<file path="src/rtl/lsag_pkg.sv">
package lsag_pkg;
   typedef enum logic [1:0] {
      SZ_BYTE = 2'b00,
      SZ_HALF = 2'b01,
      SZ_WORD = 2'b10,
      SZ_WIDE = 2'b11
   } acc_size_e;
endpackage

</file>
<file path="src/rtl/lsag_endian_latch.sv">
module lsag_endian_latch (
   input  logic clk,
   input  logic rst_n,
   input  logic cfg_i,
   output logic big_o
);
   logic big_q;

   always_ff @(posedge clk) begin
      if (!rst_n) big_q <= cfg_i;
   end

   assign big_o = big_q;


   endian_hold_chk: assert property (@(posedge clk) disable iff (!rst_n)
      rst_n |=> $stable(big_q));
endmodule

</file>
<file path="src/rtl/lsag_index_unit.sv">
module lsag_index_unit #(
   parameter int ADDR_W     = 32,
   parameter int IMM_W      = 12,
   parameter bit ONE_ADDER  = 1'b1
) (
   input  logic              clk,
   input  logic              rst_n,
   input  logic [ADDR_W-1:0] base_i,
   input  logic [IMM_W-1:0]  imm_i,
   input  logic [ADDR_W-1:0] roff_i,
   input  logic              use_reg_i,
   input  logic              sub_i,
   input  logic              pre_i,
   input  logic              wb_i,
   output logic [ADDR_W-1:0] addr_o,
   output logic [ADDR_W-1:0] wb_val_o,
   output logic              wb_en_o
);
   logic [ADDR_W-1:0] off_ext;
   logic [ADDR_W-1:0] off_sel;
   logic [ADDR_W-1:0] sum;

   generate
      if (IMM_W < 1 || IMM_W > ADDR_W) begin : g_bad_imm
         $error("lsag_index_unit: IMM_W must lie in 1..ADDR_W");
      end
      if (IMM_W < ADDR_W) begin : g_zext
         assign off_ext = {{(ADDR_W-IMM_W){1'b0}}, imm_i};
      end else begin : g_full
         assign off_ext = imm_i;
      end
   endgenerate

   assign off_sel = use_reg_i ? roff_i : off_ext;

   generate
      if (ONE_ADDER) begin : g_shared
         logic [ADDR_W-1:0] opnd;
         assign opnd = sub_i ? ~off_sel : off_sel;
         assign sum  = base_i + opnd + {{(ADDR_W-1){1'b0}}, sub_i};
      end else begin : g_dual
         logic [ADDR_W-1:0] s_add;
         logic [ADDR_W-1:0] s_sub;
         assign s_add = base_i + off_sel;
         assign s_sub = base_i - off_sel;
         assign sum   = sub_i ? s_sub : s_add;
      end
   endgenerate

   assign addr_o   = pre_i ? sum : base_i;
   assign wb_val_o = sum;
   assign wb_en_o  = !pre_i || wb_i;


   pre_nowb_chk: assert property (@(posedge clk) disable iff (!rst_n)
      (pre_i && !wb_i) |-> (!wb_en_o && addr_o == wb_val_o));

   pre_wb_chk: assert property (@(posedge clk) disable iff (!rst_n)
      (pre_i && wb_i) |-> (wb_en_o && addr_o == wb_val_o));

   post_idx_chk: assert property (@(posedge clk) disable iff (!rst_n)
      !pre_i |-> (wb_en_o && addr_o == base_i));

   sub_inverse_chk: assert property (@(posedge clk) disable iff (!rst_n)
      sub_i |-> (wb_val_o + off_sel == base_i));
endmodule

</file>
<file path="src/rtl/lsag_lane_steer.sv">
module lsag_lane_steer
   import lsag_pkg::*;
#(
   parameter int DATA_W = 32
) (
   input  logic              clk,
   input  logic              rst_n,
   input  logic              big_i,
   input  acc_size_e         size_i,
   input  logic [$clog2(DATA_W/8)-1:0] addr_lo_i,
   input  logic [DATA_W-1:0] st_data_i,
   input  logic [DATA_W-1:0] rd_bus_i,
   output logic [DATA_W/8-1:0] be_o,
   output logic [DATA_W-1:0] wdata_o,
   output logic [DATA_W-1:0] ld_o
);
   localparam int LANES = DATA_W / 8;
   localparam int HP    = LANES / 2;
   localparam int LW    = $clog2(LANES);

   logic [LANES-1:0] byte_hit;
   logic [LANES-1:0] half_hit;
   logic [7:0]       lane_byte [LANES];

   generate
      for (genvar k = 0; k < LANES; k++) begin : g_lane
         localparam logic [LW-1:0] LE_IDX = LW'(k);
         localparam logic [LW-1:0] BE_IDX = LW'(LANES-1-k);
         logic [LW-1:0] idx;
         assign idx         = big_i ? BE_IDX : LE_IDX;
         assign byte_hit[k] = (idx == addr_lo_i);
         assign half_hit[k] = (idx[LW-1:1] == addr_lo_i[LW-1:1]);
         assign be_o[k]     = (size_i == SZ_BYTE) ? byte_hit[k] :
                              (size_i == SZ_HALF) ? half_hit[k] : 1'b1;
         assign lane_byte[k] = rd_bus_i[8*k +: 8];
      end
   endgenerate

   logic [7:0]  byte_v;
   logic [15:0] half_v;

   always_comb begin
      byte_v = '0;
      for (int k = 0; k < LANES; k++) begin
         if (byte_hit[k]) byte_v = lane_byte[k];
      end
      half_v = '0;
      for (int p = 0; p < HP; p++) begin
         if (half_hit[2*p]) half_v = rd_bus_i[16*p +: 16];
      end
   end

   always_comb begin
      case (size_i)
         SZ_BYTE: begin
            ld_o    = {{(DATA_W-8){1'b0}}, byte_v};
            wdata_o = {LANES{st_data_i[7:0]}};
         end
         SZ_HALF: begin
            ld_o    = {{(DATA_W-16){1'b0}}, half_v};
            wdata_o = {HP{st_data_i[15:0]}};
         end
         default: begin
            ld_o    = rd_bus_i;
            wdata_o = st_data_i;
         end
      endcase
   end


   byte_be_chk: assert property (@(posedge clk) disable iff (!rst_n)
      (size_i == SZ_BYTE) |-> ($countones(be_o) == 1));

   half_be_chk: assert property (@(posedge clk) disable iff (!rst_n)
      (size_i == SZ_HALF) |-> ($countones(be_o) == 2));

   le_lane0_chk: assert property (@(posedge clk) disable iff (!rst_n)
      (!big_i && size_i == SZ_BYTE && addr_lo_i == '0) |-> be_o[0]);

   be_lane0_chk: assert property (@(posedge clk) disable iff (!rst_n)
      (big_i && size_i == SZ_BYTE && addr_lo_i == '0) |-> be_o[LANES-1]);

   byte_rep_chk: assert property (@(posedge clk) disable iff (!rst_n)
      (size_i == SZ_BYTE) |-> (wdata_o[7:0] == wdata_o[DATA_W-1 -: 8]));

   byte_zext_chk: assert property (@(posedge clk) disable iff (!rst_n)
      (size_i == SZ_BYTE) |-> (ld_o[DATA_W-1:8] == '0));

   half_zext_chk: assert property (@(posedge clk) disable iff (!rst_n)
      (size_i == SZ_HALF) |-> (ld_o[DATA_W-1:16] == '0));
endmodule

</file>
<file path="src/rtl/ls_addr_gen.sv">
module ls_addr_gen
   import lsag_pkg::*;
#(
   parameter int ADDR_W    = 32,
   parameter int DATA_W    = 32,
   parameter int IMM_W     = 12,
   parameter bit ONE_ADDER = 1'b1
) (
   input  logic              clk,
   input  logic              rst_n,
   input  logic              big_endian_cfg,
   input  logic [ADDR_W-1:0] base_val,
   input  logic [IMM_W-1:0]  imm_off,
   input  logic [ADDR_W-1:0] reg_off,
   input  logic              off_is_reg,
   input  logic              off_sub,
   input  logic              pre_index,
   input  logic              wb_req,
   input  logic [1:0]        acc_size,
   input  logic [DATA_W-1:0] st_data,
   input  logic [DATA_W-1:0] rd_bus,
   output logic [ADDR_W-1:0] mem_addr,
   output logic [DATA_W/8-1:0] mem_be,
   output logic [DATA_W-1:0] mem_wdata,
   output logic [DATA_W-1:0] ld_data,
   output logic [ADDR_W-1:0] base_wb_val,
   output logic              base_wb_en
);
   localparam int LANES = DATA_W / 8;
   localparam int LW    = $clog2(LANES);

   generate
      if (DATA_W < 32 || (DATA_W & (DATA_W - 1)) != 0) begin : g_bad_data
         $error("ls_addr_gen: DATA_W must be a power of two of at least 32");
      end
      if (ADDR_W < LW + 1) begin : g_bad_addr
         $error("ls_addr_gen: ADDR_W too narrow for the lane index");
      end
   endgenerate

   logic big_mode;

   lsag_endian_latch u_endian (
      .clk   (clk),
      .rst_n (rst_n),
      .cfg_i (big_endian_cfg),
      .big_o (big_mode)
   );

   lsag_index_unit #(
      .ADDR_W    (ADDR_W),
      .IMM_W     (IMM_W),
      .ONE_ADDER (ONE_ADDER)
   ) u_index (
      .clk       (clk),
      .rst_n     (rst_n),
      .base_i    (base_val),
      .imm_i     (imm_off),
      .roff_i    (reg_off),
      .use_reg_i (off_is_reg),
      .sub_i     (off_sub),
      .pre_i     (pre_index),
      .wb_i      (wb_req),
      .addr_o    (mem_addr),
      .wb_val_o  (base_wb_val),
      .wb_en_o   (base_wb_en)
   );

   lsag_lane_steer #(
      .DATA_W (DATA_W)
   ) u_steer (
      .clk       (clk),
      .rst_n     (rst_n),
      .big_i     (big_mode),
      .size_i    (acc_size_e'(acc_size)),
      .addr_lo_i (mem_addr[LW-1:0]),
      .st_data_i (st_data),
      .rd_bus_i  (rd_bus),
      .be_o      (mem_be),
      .wdata_o   (mem_wdata),
      .ld_o      (ld_data)
   );
endmodule

</file>
<file path="config.mk">
export PLATFORM = sky130hd
export DESIGN_NAME = ls_addr_gen
export DESIGN_NICKNAME = d
export VERILOG_FILES = /design/src/rtl/lsag_pkg.sv /design/src/rtl/lsag_endian_latch.sv /design/src/rtl/lsag_index_unit.sv /design/src/rtl/lsag_lane_steer.sv /design/src/rtl/ls_addr_gen.sv
export SDC_FILE = /design/constraint.sdc
export NUM_CORES = 1
export LEC_CHECK = 0
export BUFFER_PORTS_ARGS = -buffer_cell sky130_fd_sc_hd__buf_2
export CORE_ASPECT_RATIO = 0.75
export CORE_MARGIN = 4
export CORE_UTILIZATION = 35
export DETAILED_ROUTE_END_ITERATION = 8
export PLACE_DENSITY_LB_ADDON = 0.25
export SYNTH_ARGS = -nofsm -noshare
export SYNTH_HDL_FRONTEND = slang
export SYNTH_SLANG_ARGS = --single-unit
</file>
<file path="constraint.sdc">
create_clock -name clk -period 5.3 [get_ports clk]
set_input_delay 0.265 -clock clk [delete_from_list [all_inputs] [get_ports clk]]
set_output_delay 0.265 -clock clk [all_outputs]
set_load 0.02 [all_outputs]
</file>
==> metrics.txt, run 1 <==
FP Rows=34; Avg Inst Size Synth=6.95 um^2; number of flip-flops in the largest register=1; via count=5288; EDFF count, synth=1; peak supply drop=0.130 mV; register area=30.0 um^2; HP Class=in2reg; worst hold path stage count=1; Post-CTS Resized=0; share of total power in combinational logic=99.1%; CP required=5.04 ns; Mapped Nets=785; WS Path Type=in2out; sw frac=61.5%; Max FO, Critical Path=19; diode count=0; Max Slew Vio Count=0; power share of the clock group=0%; Hold Path End=u_endian.big_o; HP Start=big_endian_cfg; switching power total=0.708 mW; Crit path max-delay family=compound AO/OA/AOI/OAI gates; Period Utilization, post-route=76.8%; Setup crit end kind=output port; initial core utilization=35.9%; Final Hold Vio Count=0; Layout Cells excl Fill=1014; Cell Area, Synth=4190 um^2; Critical Path AT=3.81 ns; CP Cell Sequence=buf_2 -> buf_4 -> mux2i_1 -> xnor2_1 -> ha_1 -> nand2b_1 -> a2111oi_4 -> o21bai_1 -> a211oi_1 -> and2b_1 -> o221ai_1 -> buf_2; Core Box Area=11700 um^2; Initial DRC Count=329; synthesized flop and latch total=1; Distinct cells, synth=67; post-synthesis sequential area ratio=0.717%; internal cell power=0.444 mW; Die Wd=134 um; Reg power frac=0.9%; top-count cell post-synth=nand2_1; FFs w/ async S/R, synth=0%; PwrDens=203 nW/um^2; Synth area leader=mux2_2; dominant synthesized flop cell=edfxtp_1; DP HPWL=13.9 mm; vias per cell=5.21; number of setup buffers added after CTS=0; fmax=246 MHz; most used cell, CP=buf_2; Total Routing Usage GR=21.3%; Multi-input gate area=3870 um^2; first-pass GRT wire length=24.7 mm; wire length per cell=16.0 um; startpoint types=primary input; post-route minimum period=4.07 ns; Yosys top cell area share=10.2%; Worst path slowest cell=a211oi_1; port bufs=281; final net count=1037; slew margin rel.=34.0%; outcome=finished, final reports clean; pin count of the biggest net entering global routing=57; first-pass detailed-route iteration total=5; # DRC=0; post-route setup TNS=0 ns; Max Cap Viol=0; gpl congestion=0.919; dominant cells by area after synthesis=mux2_2 10%, ha_1 9.9%, xnor2_1 9.4%; CP peak stage delay=0.68 ns; clk slew on worst S/H paths=0 ns; antenna viol nets, final=0; Final setup viols=0; YS warnings=0; # IOs=282; die area=13800 um^2; vias in the first global route=4842; Hold Slack=0.445 ns; synth cell count leaders=96 x nand2_1, 45 x xnor2_1, 42 x a21oi_1, 38 x mux2_2, 36 x o21ai_0; total placed cells including tap cells=1014; Layout fillers=1249; CTS Hold Bufs=0; gr ovfl total=0; unrepaired setup endpoints after global routing=no; drt total wl=16.3 mm; Die Span Y=103 um; Worst-Margin Slew=0.982 ns; Critical path buffers and inverters=3; initial antenna violation count=0; layout cells sized above 1=39.8%; leak pwr=2.84 nW; Cells after Synth=602; area grow syn2layout=35.2%
## power by group through the flow
stage | clock (mW) | sequential (mW) | combinational, mW
2_1_floorplan | 0 | 0.0100 | 0.786
3_3_place_gp | 0 | 0.0101 | 1.14
3_5_place_dp | 0 | 0.0102 | 1.14
4_1_cts | 0 | 0.0102 | 1.14
5_1_grt | 0 | 0.0103 | 1.24
6_report | 0 | 0.0102 | 1.14
## per-stage QoR
stage | instance area (um^2) | util, % | power [mW] | worst slack, ns
after detailed placement | 5660 | 48.6 | 1.15 | 1.30
final | 5660 | 48.6 | 1.15 | 1.23
after global routing | 5660 | 48.6 | 1.25 | 1.02
after CTS | 5660 | 48.6 | 1.15 | 1.29
after global placement | 5660 | 48.6 | 1.15 | 1.41
after floorplan | 4190 | - | 0.796 | 1.66
## layout by cell type, fill, tap and decap left out, types with 3 or more instances in the layout
cell type / netlist / layout
a211o_1: 4 / 4
a211oi_1: 3 / 3
a21boi_0: 4 / 4
a21o_1: 11 / 11
a21oi_1: 42 / 42
a22o_1: 16 / 16
a2bb2oi_1: 3 / 3
a31oi_1: 4 / 4
and2_1: 24 / 24
buf_2: 3 / 281
buf_4: 9 / 7
ha_1: 33 / 33
inv_1: 25 / 25
mux2_2: 38 / 38
mux2i_1: 23 / 23
nand2_1: 96 / 96
nand2b_1: 7 / 7
nand3_1: 12 / 12
nand4_1: 6 / 6
nor2_1: 24 / 24
nor2b_1: 4 / 4
nor3_1: 8 / 8
o2111ai_1: 12 / 12
o211ai_1: 5 / 5
o21a_1: 6 / 6
o21ai_0: 36 / 36
o21bai_1: 10 / 10
o221ai_1: 3 / 3
o31ai_1: 5 / 5
or3_1: 8 / 8
xnor2_1: 45 / 45
xor2_1: 10 / 10
## cell type report
class                   instances  share of cell area, %
repair buffers                288                   25.8
inverters                      26                   1.72
flip-flops and latches          1                  0.531
multi-input cells             537                   68.4
well taps                     162                   3.58
## how the worst max path moves through the flow
stage / depth (start not counted) / end / startpoint / slack, ns
2_1_floorplan: 12 / mem_addr[27] / off_is_reg / 1.66
3_3_place_gp: 12 / mem_addr[20] / off_is_reg / 1.41
3_5_place_dp: 12 / mem_addr[20] / off_is_reg / 1.30
4_1_cts: 12 / mem_addr[20] / off_is_reg / 1.29
5_1_grt: 12 / mem_addr[20] / off_is_reg / 1.02
6_report: 12 / mem_addr[20] / off_is_reg / 1.23
## routing by layer
layer / GRT usage [%] / up-vias / wire (um) / part of all wire, %
met3: 2.29 / 6 / 1040 / 6.4
met5: 0 / - / 0 / 0
li1: - / 2693 / - / -
met2: 32.5 / 191 / 6950 / 43
met1: 33.8 / 2398 / 8220 / 51
met4: 0.782 / 0 / 60 / 0.37
## cells by family after synthesis
| group | synth area share (%) |
|---|---|
| flops | 0.718 |
| compound gates | 31.0 |
| xor+xnor | 12.0 |
| fa+ha+maj | 10.3 |
| mux | 16.6 |
| simple gates | 22.5 |
| buf+inv | 6.82 |
No activity file was read; power rests on OpenSTA's default activity.
==> inputs of run 2 (changes only) <==
ABC_AREA = 1   (was unset)
clock period = 4 ns   (was 5.3 ns; I/O delays follow)
==> metrics.txt, run 2 <==
outcome=finished, final reports clean; gpl congestion=0.963; die area=14200 um^2; area grow syn2layout=34.1%; initial core utilization=36.4%; synth cell count leaders=336 x nand2_1, 116 x inv_1, 75 x nand3_1, 45 x nor2_1, 45 x xor2_1; switching power total=0.965 mW; most used cell, CP=nand2_1; wire length per cell=13.9 um; Crit path max-delay family=buffers and inverters; CP Cell Sequence=buf_2 -> inv_2 -> nand2_1 -> nand2_1 -> xor2_1 -> fa_1 -> o21ai_1 -> or2_1 -> nand2_1 -> buf_4 -> inv_2 -> nand2_1 -> o21ai_0 -> nand3_1 -> nand3b_1 -> buf_2; clk slew on worst S/H paths=0 ns; Max Cap Viol=0; CP peak stage delay=0.47 ns; vias per cell=4.79; post-route setup TNS=0 ns; Cell Area, Synth=4310 um^2; first-pass detailed-route iteration total=5; HP Class=in2reg; Mapped Nets=1050; CTS Hold Bufs=0; port bufs=281; fmax=299 MHz; Area after DPL=5780 um^2; Worst path slowest cell=fa_1; layout cells sized above 1=26.5%; first-pass GRT wire length=28.0 mm; via count=6137; PwrDens=253 nW/um^2; Max FO, Critical Path=21; Critical path origin=off_is_reg; Die Wd=136 um; peak supply drop=0.172 mV; number of flip-flops in the largest register=1; EDFF count, synth=1; WS Path Type=in2out; Period Utilization, post-route=83.7%; Reg power frac=0.9%; Yosys top cell area share=29.3%; FFs w/ async S/R, synth=0%; post-route minimum period=3.35 ns; Avg Inst Size Synth=4.97 um^2; Hold Path End=u_endian.big_o; Worst-Margin Slew=0.718 ns; internal cell power=0.496 mW; share of total power in combinational logic=99.1%; CP required=3.80 ns; Post-CTS Resized=0; Setup crit end kind=output port; Synth area leader=nand2_1; Die Span Y=104 um; # IOs=282; FP Rows=34; power share of the clock group=0%; Max Slew Vio Count=0; Core Box Area=11800 um^2; Critical Path AT=3.15 ns; Final setup viols=0; Critical path buffers and inverters=5; drt total wl=17.8 mm; dominant synthesized flop cell=edfxtp_1; Total Routing Usage GR=23.3%; slew margin rel.=52.2%; initial antenna violation count=1; sw frac=66.1%; dominant cells by area after synthesis=nand2_1 29%, inv_1 10%, ha_1 9.6%; top-count cell post-synth=nand2_1; Cells after Synth=867; post-synthesis sequential area ratio=0.697%; Hold Slack=0.391 ns; antenna viol nets, final=0; leak pwr=3.61 nW; HP Start=big_endian_cfg; final net count=1302; Distinct cells, synth=33; gr ovfl total=0; synthesized flop and latch total=1; startpoint types=primary input; Final Hold Vio Count=0; vias in the first global route=5519; DP HPWL=15.3 mm; # DRC=0; most frequent cells in the layout=336 x nand2_1, 281 x buf_2, 116 x inv_1; most common cell after layout, fill and taps aside=nand2_1; post-route setup slack=0.653 ns; YS warnings=0; worst hold path stage count=1; post-route cell area=5780 um^2; pre-CTS setup slack=0.681 ns; pin count of the biggest net entering global routing=41; Initial DRC Count=386; unrepaired setup endpoints after global routing=no; number of setup buffers added after CTS=0
run 2: worst max-delay path by stage:
stage	depth (start not counted)	slack (ns)	end
after floorplan	15	1.01	ld_data[2]
after global placement	16	0.75	ld_data[4]
after detailed placement	16	0.68	ld_data[4]
after CTS	16	0.68	ld_data[4]
after global routing	16	0.30	ld_data[4]
final	16	0.65	ld_data[4]
run 2: per-layer routing:
metal  up-vias  GRT usage (%)  wire, um
li1       3222              -         -
met1      2619           35.5      8580
met2       276           35.5      7250
met3        20           2.76      1640
met4         0           3.31       336
met5         -              0         0
run 2: logic make-up (layout without fill, tap and decap cells):
logic type	count (synthesis)	after routing	share of synthesized area [%]
AND/OR/NAND/NOR	512	512	50.0
XOR/XNOR	48	48	9.75
AO/OA/AOI/OAI	109	109	14.2
buffers and inverters	163	413	15.3
other	0	1	0
adder cells (fa/ha/maj)	34	34	10.0
flip-flops	1	1	0.697
run 2: cell type report:
class                   instances  area (um^2)
diodes                          1         2.50
fillers                      1358         6050
inverters                     126          473
multi-input cells             703         3620
flip-flops and latches          1         30.0
well taps                     162          203
repair buffers                287         1450
run 2: through the flow:
step	power, mW	util, %	instances
6_report	1.46	48.9	1280
5_1_grt	1.61	48.9	1280
4_1_cts	1.46	48.9	1279
3_5_place_dp	1.45	48.9	1279
3_3_place_gp	1.45	48.9	1279
2_1_floorplan	0.987	-	867
run 2: power groups by stage:
stage	sequential, mW	clock (mW)	combinational (mW)
2_1_floorplan	0.0132	0	0.974
3_3_place_gp	0.0132	0	1.43
3_5_place_dp	0.0134	0	1.44
4_1_cts	0.0133	0	1.44
5_1_grt	0.0133	0.0000000335	1.60
6_report	0.0133	0.0000000335	1.45
==> inputs of run 3 (changes only) <==
clock period = 2.75 ns   (was 4 ns; I/O delays follow)
==> metrics.txt, run 3 (synthesized netlist as in run 2, its figures left out) <==
outcome=finished, final reports clean; # IOs=282; area grow syn2layout=50.8%; FP Rows=34; vias per cell=4.76; PwrDens=371 nW/um^2; HP Class=in2reg; CP required=2.61 ns; first-pass detailed-route iteration total=5; post-route minimum period=2.67 ns; total placed cells including tap cells=1341; most common cell after layout, fill and taps aside=nand2_1; most frequent cells in the layout=327 x nand2_1, 279 x buf_2, 116 x inv_1; Max Cap Viol=0; Max Slew Vio Count=0; Worst-Margin Slew=0.385 ns; slew margin rel.=74.1%; Initial DRC Count=531; Die Wd=136 um; wire length per cell=13.8 um; die area=14200 um^2; via count=6407; gr ovfl total=0; first-pass GRT wire length=28.7 mm; Core Box Area=11800 um^2; post-route setup TNS=0 ns; post-route cell area=6500 um^2; post-route setup slack=0.0831 ns; pre-CTS setup slack=-0.0354 ns; Layout fillers=1307; gpl congestion=0.943; pin count of the biggest net entering global routing=34; WS Path Type=in2out; startpoint types=primary input; final net count=1370; Area after DPL=6300 um^2; Max FO, Critical Path=8; initial core utilization=36.4%; Period Utilization, post-route=97.0%; Critical Path AT=2.53 ns; drt total wl=18.6 mm; Total Routing Usage GR=24.0%; initial antenna violation count=0; Final setup viols=0; # DRC=0; leak pwr=3.99 nW; unrepaired setup endpoints after global routing=no; Final Hold Vio Count=0; diode count=0; Layout Cells excl Fill=1347; port bufs=281; post-layout util=55.0%; clk slew on worst S/H paths=0 ns; layout cells sized above 1=33.2%; vias in the first global route=5702; peak supply drop=0.236 mV; antenna viol nets, final=0; DP HPWL=16.1 mm; fmax=375 MHz; Setup crit end kind=output port; Die Span Y=104 um; number of flip-flops in the largest register=1
-- run 3: changes by cell type in the layout (fill, tap and decap cells not counted), sizes merged --
cell / delta
clkbuf: +1
inv: -1
buf: +66
clkinv: +2
diode: -1
-- run 3: where the power goes --
group	leakage (nW)	internal [mW]	switching [mW]	total (mW)
Clock	0	0	0	0
Combinational	3.98	0.914	1.48	2.39
Sequential	0.00979	0.0185	0.000795	0.0193
Total	3.99	0.933	1.48	2.41
-- run 3: through the flow --
stage	hold slack [ns]	total power, mW
after floorplan	0.236	1.45
after global placement	0.314	2.30
after detailed placement	0.317	2.31
after CTS	0.318	2.32
after global routing	0.332	2.64
final	0.318	2.41
-- run 3: cell type report --
type / count / area, um^2 / share of cell area [%]
Tap cell: 162 / 203 / 3.12
Inverter: 126 / 480 / 7.39
Timing Repair Buffer: 354 / 2050 / 31.5
Sequential cell: 1 / 30.0 / 0.462
Multi-Input combinational cell: 703 / 3730 / 57.4
Timing Repair inverter: 1 / 5.00 / 0.0770
-- run 3: what timing repair did --
item,in CTS,in global routing
gates resized for setup,1,41
setup buffers,0,4
setup endpoints to repair,6,64
hold endpoints to repair,0,0
hold buffers,0,0
cloned,0,2
pin swaps,0,8
-- run 3: path summary, 6_finish.rpt --
kind,start,to,slack (ns),cells past startpoint
min,big_endian_cfg,u_endian.big_o,0.32,1
max,off_is_reg,ld_data[2],0.08,15
-- run 3: critical path, stage by stage --
cell	delay, ns
buf_12	0.12
nand2_1	0.08
nand2_2	0.07
xor2_2	0.18
fa_1	0.58
o21ai_2	0.06
or2_1	0.22
nand2_2	0.14
clkinv_4	0.11
buf_8	0.15
or2_1	0.22
nand3_1	0.07
o21ai_1	0.06
nand3b_1	0.18
buf_6	0.14
-- run 3: routing by layer --
layer	GRT usage (%)	share of wire, %
met5	0	0
met2	37.8	42
met3	1.79	8.1
met4	1.80	0.96
met1	36.8	49
